File: src/rtl/lit_pkg.sv
package lit_pkg;
    localparam int DATA_W  = 8;
    localparam int WORD_W  = 16;
    localparam int BANK_W  = 4;
    localparam int PTR_W   = 12;
    localparam int NUM_PTR = 3;
    localparam int PROD_W  = 2 * DATA_W;
    localparam int FLAG_W  = 5;
    localparam int SEL_W   = $clog2(NUM_PTR + 1);
    localparam int HI_W    = PTR_W - DATA_W;

    localparam int FL_C  = 0;
    localparam int FL_DC = 1;
    localparam int FL_Z  = 2;
    localparam int FL_OV = 3;
    localparam int FL_N  = 4;

    localparam logic [7:0] OPC_ADD = 8'h0F;
    localparam logic [7:0] OPC_SUB = 8'h08;
    localparam logic [7:0] OPC_AND = 8'h0B;
    localparam logic [7:0] OPC_IOR = 8'h09;
    localparam logic [7:0] OPC_XOR = 8'h0A;
    localparam logic [7:0] OPC_MOV = 8'h0E;
    localparam logic [7:0] OPC_MUL = 8'h0D;

    typedef enum logic [3:0] {
        OP_ADD, OP_SUB, OP_AND, OP_IOR, OP_XOR, OP_MOV,
        OP_MUL, OP_BANK, OP_PTR_HI, OP_PTR_LO, OP_BAD
    } op_e;

    typedef struct packed {
        logic [DATA_W-1:0]               wreg;
        logic [BANK_W-1:0]               bank;
        logic [NUM_PTR-1:0][PTR_W-1:0]   ptr;
        logic [PROD_W-1:0]               prod;
        logic [FLAG_W-1:0]               flags;
        logic                            pend;
        logic [SEL_W-1:0]                pend_sel;
        logic [HI_W-1:0]                 pend_hi;
        logic                            unsup;
    } state_t;
endpackage

File: src/rtl/lit_decode.sv
module lit_decode
    import lit_pkg::*;
(
    input  logic [WORD_W-1:0] word_i,
    output op_e               op_o,
    output logic [DATA_W-1:0] lit_o,
    output logic [SEL_W-1:0]  sel_o
);
    logic [7:0] opc;

    always_comb begin
        opc   = word_i[15:8];
        lit_o = word_i[7:0];
        sel_o = word_i[5:4];
        if (word_i[15:12] == 4'hF) begin
            op_o = OP_PTR_LO;
        end else if (word_i[15:6] == 10'b1110_1110_00) begin
            op_o = (32'(word_i[5:4]) < NUM_PTR) ? OP_PTR_HI : OP_BAD;
        end else if (word_i[15:4] == 12'h010) begin
            op_o = OP_BANK;
        end else begin
            case (opc)
                OPC_ADD: op_o = OP_ADD;
                OPC_SUB: op_o = OP_SUB;
                OPC_AND: op_o = OP_AND;
                OPC_IOR: op_o = OP_IOR;
                OPC_XOR: op_o = OP_XOR;
                OPC_MOV: op_o = OP_MOV;
                OPC_MUL: op_o = OP_MUL;
                default: op_o = OP_BAD;
            endcase
        end
    end
endmodule

File: src/rtl/lit_alu.sv
module lit_alu
    import lit_pkg::*;
(
    input  op_e               op_i,
    input  logic [DATA_W-1:0] w_i,
    input  logic [DATA_W-1:0] k_i,
    input  logic [FLAG_W-1:0] flags_i,
    output logic [DATA_W-1:0] res_o,
    output logic [FLAG_W-1:0] flags_o,
    output logic [PROD_W-1:0] prod_o
);
    localparam int MSB = DATA_W - 1;

    logic [DATA_W:0] sum_full;
    logic [4:0]      sum_half;
    logic [DATA_W:0] dif_full;
    logic [4:0]      dif_half;

    always_comb begin
        sum_full = {1'b0, w_i} + {1'b0, k_i};
        sum_half = {1'b0, w_i[3:0]} + {1'b0, k_i[3:0]};
        dif_full = {1'b0, k_i} + {1'b0, ~w_i} + {{DATA_W{1'b0}}, 1'b1};
        dif_half = {1'b0, k_i[3:0]} + {1'b0, ~w_i[3:0]} + 5'd1;
        prod_o   = {{DATA_W{1'b0}}, w_i} * {{DATA_W{1'b0}}, k_i};
        res_o    = w_i;
        flags_o  = flags_i;
        case (op_i)
            OP_ADD: begin
                res_o         = sum_full[DATA_W-1:0];
                flags_o[FL_C]  = sum_full[DATA_W];
                flags_o[FL_DC] = sum_half[4];
                flags_o[FL_OV] = (w_i[MSB] == k_i[MSB]) && (res_o[MSB] != w_i[MSB]);
            end
            OP_SUB: begin
                res_o         = dif_full[DATA_W-1:0];
                flags_o[FL_C]  = dif_full[DATA_W];
                flags_o[FL_DC] = dif_half[4];
                flags_o[FL_OV] = (w_i[MSB] != k_i[MSB]) && (res_o[MSB] != k_i[MSB]);
            end
            OP_AND:  res_o = w_i & k_i;
            OP_IOR:  res_o = w_i | k_i;
            OP_XOR:  res_o = w_i ^ k_i;
            OP_MOV:  res_o = k_i;
            default: res_o = w_i;
        endcase
        if (op_i inside {OP_ADD, OP_SUB, OP_AND, OP_IOR, OP_XOR}) begin
            flags_o[FL_Z] = (res_o == '0);
            flags_o[FL_N] = res_o[MSB];
        end
    end
endmodule

File: src/rtl/lit_exec_unit.sv
module lit_exec_unit
    import lit_pkg::*;
(
    input  logic                      clk,
    input  logic                      rst_n,
    input  logic                      instr_valid,
    input  logic [WORD_W-1:0]         instr_word,
    output logic [DATA_W-1:0]         wreg_o,
    output logic [BANK_W-1:0]         bank_o,
    output logic [NUM_PTR*PTR_W-1:0]  ptr_o,
    output logic [PROD_W-1:0]         prod_o,
    output logic [FLAG_W-1:0]         flags_o,
    output logic                      unsupported_o
);
    state_t            st_q, st_d;
    op_e               dec_op;
    logic [DATA_W-1:0] dec_lit;
    logic [SEL_W-1:0]  dec_sel;
    logic [DATA_W-1:0] alu_res;
    logic [FLAG_W-1:0] alu_flags;
    logic [PROD_W-1:0] alu_prod;

    lit_decode u_dec (
        .word_i (instr_word),
        .op_o   (dec_op),
        .lit_o  (dec_lit),
        .sel_o  (dec_sel)
    );

    lit_alu u_alu (
        .op_i    (dec_op),
        .w_i     (st_q.wreg),
        .k_i     (dec_lit),
        .flags_i (st_q.flags),
        .res_o   (alu_res),
        .flags_o (alu_flags),
        .prod_o  (alu_prod)
    );

    always_comb begin
        st_d       = st_q;
        st_d.unsup = 1'b0;
        if (instr_valid) begin
            st_d.pend = 1'b0;
            case (dec_op)
                OP_ADD, OP_SUB, OP_AND, OP_IOR, OP_XOR, OP_MOV: begin
                    st_d.wreg  = alu_res;
                    st_d.flags = alu_flags;
                end
                OP_MUL:  st_d.prod = alu_prod;
                OP_BANK: st_d.bank = dec_lit[BANK_W-1:0];
                OP_PTR_HI: begin
                    st_d.pend     = 1'b1;
                    st_d.pend_sel = dec_sel;
                    st_d.pend_hi  = dec_lit[HI_W-1:0];
                end
                OP_PTR_LO: begin
                    for (int i = 0; i < NUM_PTR; i++) begin
                        if (st_q.pend && (32'(st_q.pend_sel) == i))
                            st_d.ptr[i] = {st_q.pend_hi, dec_lit};
                    end
                end
                default: st_d.unsup = 1'b1;
            endcase
        end
    end

    always_ff @(posedge clk or negedge rst_n) begin
        if (!rst_n) st_q <= '0;
        else        st_q <= st_d;
    end

    for (genvar g = 0; g < NUM_PTR; g++) begin : g_ptr
        assign ptr_o[g*PTR_W +: PTR_W] = st_q.ptr[g];
    end

    assign wreg_o        = st_q.wreg;
    assign bank_o        = st_q.bank;
    assign prod_o        = st_q.prod;
    assign flags_o       = st_q.flags;
    assign unsupported_o = st_q.unsup;

    a_r6_mul_keeps_flags: assert property (@(posedge clk) disable iff (!rst_n)
        (instr_valid && dec_op == OP_MUL) |=> ($stable(flags_o) && $stable(wreg_o)));

    a_r6_mul_product: assert property (@(posedge clk) disable iff (!rst_n)
        (instr_valid && dec_op == OP_MUL) |=>
        (prod_o == PROD_W'($past(wreg_o)) * PROD_W'($past(instr_word[7:0]))));

    a_r11_unsup_no_state: assert property (@(posedge clk) disable iff (!rst_n)
        unsupported_o |-> ($stable(wreg_o) && $stable(flags_o) && $stable(ptr_o)
                           && $stable(bank_o) && $stable(prod_o)));

    a_r12_idle_holds: assert property (@(posedge clk) disable iff (!rst_n)
        !instr_valid |=> ($stable(wreg_o) && $stable(flags_o) && $stable(ptr_o)
                          && $stable(bank_o) && $stable(prod_o) && !unsupported_o));

    a_r7_bank_source: assert property (@(posedge clk) disable iff (!rst_n)
        (instr_valid && dec_op != OP_BANK) |=> $stable(bank_o));

    a_r9_lone_second_word: assert property (@(posedge clk) disable iff (!rst_n)
        (instr_valid && dec_op == OP_PTR_LO && !st_q.pend) |=> ($stable(ptr_o) && !unsupported_o));

    a_r5_mov_flags: assert property (@(posedge clk) disable iff (!rst_n)
        (instr_valid && dec_op == OP_MOV) |=> $stable(flags_o));
endmodule

File: config.mk
export PLATFORM = sky130hd
export DESIGN_NAME = lit_exec_unit
export DESIGN_NICKNAME = d
export VERILOG_FILES = /design/src/rtl/lit_pkg.sv /design/src/rtl/lit_decode.sv /design/src/rtl/lit_alu.sv /design/src/rtl/lit_exec_unit.sv
export SDC_FILE = /design/constraint.sdc
export NUM_CORES = 1
export LEC_CHECK = 0
export BUFFER_PORTS_ARGS = -buffer_cell sky130_fd_sc_hd__buf_2
export CORE_MARGIN = 1
export CORE_UTILIZATION = 50
export DETAILED_ROUTE_END_ITERATION = 6
export MAX_ROUTING_LAYER = met4
export PLACE_DENSITY = 0.7
export SYNTH_ARGS = -nofsm -noshare
export SYNTH_HDL_FRONTEND = slang
export SYNTH_HIERARCHICAL = 1
export SYNTH_SLANG_ARGS = --single-unit
File: constraint.sdc
create_clock -name clk -period 6.03 [get_ports clk]
set_input_delay 0.3015 -clock clk [delete_from_list [all_inputs] [get_ports clk]]
set_output_delay 0.3015 -clock clk [all_outputs]
set_load 0.05 [all_outputs]
# Word level (Yosys, flattened, before mapping)
# Index checks and enable logic that the tools add are counted.
dict set report op_classes {
  n_reduce_logical 21
  magnitude_cmp 1
  bitwise 5
  n_addsub 6
  mux 11
  eq_ne 25
  mul 1
}
# operator n
set ops {}
lappend ops {{8-bit by 4-bit == test with 1-bit output (second input constant)} 7}
lappend ops {{8-bit one-hot mux with 6 select lines} 1}
lappend ops {{4-bit one-hot mux with 7 select lines} 1}
lappend ops {{8-bit by 8-bit adder with 9-bit output} 2}
lappend ops {{4-bit by 3-bit == test with 1-bit output (second input constant)} 4}
lappend ops {{8-bit by 8-bit multiplier with 16-bit output} 1}
lappend ops {{3-bit AND reduction} 5}
lappend ops {{12-bit by 5-bit == test with 1-bit output (second input constant)} 1}
lappend ops {{4-bit == test (second input constant)} 3}
lappend ops {{4-bit 2-to-1 mux} 3}
lappend ops {{4-bit by 4-bit adder with 5-bit output} 2}
lappend ops {{10-bit == test (second input constant)} 1}
lappend ops {{10-bit OR reduction} 1}
lappend ops {{9-bit by 1-bit adder with 9-bit output (second input constant)} 1}
lappend ops {{8-bit AND} 1}
lappend ops {{4-bit by 2-bit == test with 1-bit output (second input constant)} 2}
lappend ops {{8-bit zero test} 1}
lappend ops {{8-bit NOT} 1}
lappend ops {{8-bit OR} 1}
lappend ops {{2-bit AND reduction} 4}
lappend ops {{8-bit bitwise XOR} 1}
lappend ops {{7-bit 2-to-1 mux} 1}
lappend ops {{6-bit OR reduction} 1}
lappend ops {{5-bit by 1-bit adder with 5-bit output (second input constant)} 1}
lappend ops {{other kinds (16)} 23}
dict set report totals {
  ff_bits 77
  elab_cells 82
  input_bits 19
  output_inout_bits 70
}

# Depth between registers and ports, before layout
dict set report depth {
  ltp_word 9
  depth_mapped 19
  ltp_nobuf 18
}

# By module
# The synthesis kept the hierarchy.
# module seq_area_each_um2 area_each_um2 cells_per_inst n_inst
set modules_own_cells {}
lappend modules_own_cells {lit_exec_unit 1926.8 3450.8 243 1}
lappend modules_own_cells {lit_alu 0.0 3318.2 428 1}
lappend modules_own_cells {lit_decode 0.0 230.2 35 1}

# Least setup slack after synthesis
# OpenSTA, ideal clock, no wires.
dict set report synth_timing {
  path_kind {flip-flop to flip-flop}
  start {register st_q, in the netlist wreg_o[1]}
  end {register st_q, in the netlist prod_o[14]}
  path_buffers 0
  slack_ns 1.390
  stages_incl_launch_ff 16
  setup_ns 0.125
  period_less_slack_ns 4.640
  arrival_ns 4.515
  t_required_ns 5.905
  path_cell_list {dfrtp_1 clkinv_1 nor2_1 fa_1 fa_1 fa_1 inv_1 fa_1 inv_1 ha_1 or3_1 o22ai_1 o21ai_0 o41a_1 xor2_1 mux2_2}
}
dict set report synth_between {
  elab_chain_cells 1
}
# item line
set synth_lines {}
lappend synth_lines {{from (decl)} lit_exec_unit.sv:15} ;# state_t st_q, st_d;
lappend synth_lines {{from (signal assigned)} lit_exec_unit.sv:70} ;# else st_q <= st_d;
lappend synth_lines {{8-bit by 8-bit multiplier with 16-bit output} lit_alu.sv:24} ;# prod_o = {{DATA_W{1'b0}}, w_i} * {{DATA_W{1'b0}}, k_i};
lappend synth_lines {{net alu_prod[14]} lit_exec_unit.sv:21} ;# logic [PROD_W-1:0] alu_prod;
# The timed path passes the listed nets, and every way through them passes these cells.
# A chain may end at the register's enable or synchronous reset.

# Final worst setup path
dict set report layout_timing {
  start {register st_q, in the netlist wreg_o[1]}
  end {register st_q, in the netlist prod_o[13]}
}
# Same word-level chain as after synthesis.

==> flow_summary.rst <==
.. list-table::
   :header-rows: 1

   * - Metric
     - Value
   * - Outcome
     - finished clean
   * - Via-per-instance ratio
     - 5.53
   * - Share of power burned in the clock network
     - 43.7%
   * - Total CTS buffers
     - 9
   * - Max frequency
     - 0.198 GHz
   * - Flip-flop cell with the highest count after synthesis
     - dfrtp_1
   * - Fraction of registers with async set or reset after synthesis
     - 100%
   * - Number of levels the H-tree was split into
     - 3
   * - Slack of the worst reg-to-reg path
     - 0.97 ns
   * - CTS tree
     - yes
   * - CTS-repair resized insts
     - 0
   * - Library cells used by synthesis
     - 70
   * - Cell Rows
     - 42
   * - Seq pwr share
     - 43.1%
   * - Initial antenna violation count
     - 0
   * - Via total after detailed routing
     - 4,959
   * - Actual transition at the worst max-transition pin
     - 1.16 ns
   * - Area share of the largest cell type after synthesis
     - 27.5%
   * - WP data required
     - 6.26 ns
   * - Switching Fraction
     - 27.2%
   * - Crit path cell chain
     - clkinv_1, nor2_1, fa_1, fa_1, fa_1, inv_1, fa_1, inv_1, ha_1, or3_1, o21ai_0, a21oi_1, a41oi_1, nor2b_1, xnor2_1, mux2_2
   * - Routed WL
     - 15.5 mm
   * - Number of hold buffers added after cts
     - 0
   * - Syn Area/Cell
     - 9.91 um2
   * - Area growth from synthesis to final layout
     - 4.76%
   * - Number of search-and-repair iterations in the first detailed-routing pass
     - 5
   * - Largest incremental delay on the critical path
     - 0.57 ns
   * - Die footprint
     - 14,500 um2
   * - DRC viols
     - 0
   * - Cell type contributing the most total cell area after synthesis
     - dfrtp_1
   * - Non-Filler Instances
     - 897
   * - LEAKAGE
     - 3.93 nW
   * - Global route total overflow
     - 0
   * - Cell count after synthesis
     - 706
   * - Number of top-level design ports
     - 89
   * - Sort of element at the start of the critical path
     - register
   * - Buf+Inv Stages, Crit Path
     - 3
   * - Setup clock skew after layout
     - 0.0126 ns
   * - Number of synthesized flops with an enable pin
     - 0
   * - Top fanout value on the critical path
     - 10
   * - # port buffers
     - 88
   * - Largest cells by area after synthesis
     - dfrtp_1, mux2_2, fa_1
   * - Vertical die dimension
     - 120 um
   * - Worst vdd rail ir drop
     - 0.109 mV
   * - Final clock period utilization by the worst path
     - 83.9%
   * - Met3 layer usage reported by global route
     - 3.44%
   * - Average wire length per cell after detail routing
     - 17.3 um
   * - Combinational power share
     - 13.2%
   * - Most repeated library cell on the critical path
     - fa_1
   * - Final hold vios
     - 0
   * - Critical Path End Type
     - register
   * - Clock-pin slew on the worst setup and hold paths
     - 0.07 ns
   * - Routability Congestion
     - 0.918
   * - Latest clock arrival within the worst-skew pair
     - 0.35 ns
   * - Post-CTS Setup Inserts
     - 0
   * - First-pass GRT wire length
     - 25.5 mm
   * - Pwr per Cell Area
     - 173 nW/um2
   * - Post-layout minimum cycle time
     - 5.06 ns
   * - Cell area after placement
     - 7030 um2
   * - # nets final
     - 833
   * - PnR Total Power
     - 1.27 mW
   * - Total global-route track usage
     - 23.4%
   * - Met2 track demand over resource
     - 35.2%
   * - Type of the worst setup path
     - reg2reg
   * - Setup tns final
     - 0 ns
   * - Buffer levels on the longest clock path
     - 2
   * - DRC marker count from the first detailed-route iteration
     - 298
   * - Arr. time, crit path
     - 5.29 ns
   * - Fillers
     - 1,206
   * - Maximum number of pins on one net before global-route repair
     - 78
   * - Met1 global-route usage
     - 32.7%
   * - Half-perimeter wire length of the detailed placement result
     - 11.9 mm
   * - Clock root cell
     - clkbuf_16
   * - Commonest cells in the synthesized netlist
     - buf_4, dfrtp_1, mux2_2
   * - Hold/Removal Path Class
     - in2async
   * - Netlist area before placement
     - 7000 um2
   * - Ant. Diodes
     - 0
   * - Post-layout instance area
     - 7330 um2
   * - Sequential share of the synthesized area
     - 27.5%
   * - Remaining number of nets flagged by the antenna check after routing
     - 0
   * - RSZ-0062 raised after global routing
     - false
   * - Int Power
     - 0.924 mW
   * - Final Max Slew Viols
     - 0
   * - Cell with the most instances after synthesis
     - buf_4
   * - Dpl cells
     - 881
   * - Max Cap Viol
     - 0
   * - Synthesized netlist net count
     - 823
   * - Relative slew slack
     - 21.8%
   * - Vias in the first global route
     - 4,862
   * - Die Span X
     - 120 um
   * - CTS Sinks
     - 77
   * - Final-report setup violation count
     - 0
   * - Cell type group with the largest total delay on the critical path
     - adder cells
   * - Switching power total
     - 0.344 mW
   * - Number of storage elements in the synthesis netlist
     - 77
   * - Global-route layer with the greatest usage
     - met2
   * - Fraction of final layout cells sized beyond drive strength 1
     - 28.3%
   * - Synthesis Warnings
     - 6
   * - Core Region
     - 13,500 um2
   * - Effective utilization at floorplan
     - 52.0%
   * - CP max-delay cell
     - fa_1
final timing paths:
path / from / to / cells past startpoint
worst max register to register: wreg_o[1] / prod_o[13] / 16
worst max-delay path: wreg_o[1] / prod_o[13] / 16
worst min register to register: prod_o[0] / prod_o[0] / 1
max in group asynchronous: rst_n / ptr_o[33] / 1
min in group clk: instr_valid / unsupported_o / 2
worst min-delay path: rst_n / prod_o[12] / 1
flip-flops by register name, indices dropped and copies added (netlist names):
register / cells
bank_o: 4
flags_o: 5
prod_o: 16
ptr_o: 36
st_q: 7
unsupported_o: 1
wreg_o: 8
power by group through the flow:
stage / sequential [mW] / combinational (mW) / clock [mW]
after CTS: 0.546 / 0.167 / 0.568
final: 0.546 / 0.167 / 0.555
after global routing: 0.549 / 0.186 / 0.586
after global placement: 0.554 / 0.164 / 0
after floorplan: 0.552 / 0.118 / 0
after detailed placement: 0.556 / 0.165 / 0
worst register-to-register path: stages (launching register included):
cell	delay [ns]
dfrtp_1	0.46
clkinv_1	0.34
nor2_1	0.26
fa_1	0.45
fa_1	0.54
fa_1	0.57
inv_1	0.06
fa_1	0.53
inv_1	0.04
ha_1	0.34
or3_1	0.38
o21ai_0	0.08
a21oi_1	0.08
a41oi_1	0.27
nor2b_1	0.21
xnor2_1	0.08
mux2_2	0.26
final cells by class:
cell class	instances	area [um2]	area share, %
clock buffers	11	243	3.31
clock inverters	5	57.6	0.785
inverters	81	304	4.15
multi-input cells	450	4070	55.5
flip-flops and latches	77	1930	26.3
well taps	176	220	3.00
repair buffers	97	510	6.96
logic make-up after synthesis:
family / synth area share (%)
buffers and inverters: 14.4
AND/OR/NAND/NOR: 10.8
AO/OA/AOI/OAI: 10.0
adder cells (fa/ha/maj): 21.6
multiplexers: 13.3
flip-flops: 27.5
XOR/XNOR: 2.38
layer usage:
metal | wire [um] | up-vias
li1 | - | 2350
met1 | 7230 | 2447
met2 | 7370 | 149
met3 | 783 | 13
met4 | 167 | 0
met5 | 0 | -
through the flow:
| stage | util [%] | hold WS, ns | setup slack [ns] |
|---|---|---|---|
| 6_report | 54.5 | 0.0955 | 0.970 |
| 3_5_place_dp | 52.3 | 0.491 | 0.979 |
| 3_3_place_gp | 52.3 | 0.482 | 1.15 |
| 4_1_cts | 54.5 | 0.138 | 0.968 |
| 5_1_grt | 54.5 | 0.195 | 0.606 |
| 2_1_floorplan | - | 0.00591 | 1.39 |
cell usage in the layout (no fill, tap or decap), types with 8 or more instances in the layout:
cell type / netlist / routed
a21oi_1: 20 / 20
buf_2: 8 / 87
buf_4: 81 / 10
clkbuf_16: 0 / 9
dfrtp_1: 77 / 77
fa_1: 38 / 38
ha_1: 60 / 60
inv_1: 73 / 73
mux2_2: 77 / 77
nand2_1: 25 / 25
nor2_1: 70 / 70
nor2b_1: 8 / 8
nor3_1: 8 / 8
o21a_1: 9 / 9
o21ai_0: 20 / 19
xnor2_1: 18 / 18
Note: power is estimated with default switching activity, not from simulation.
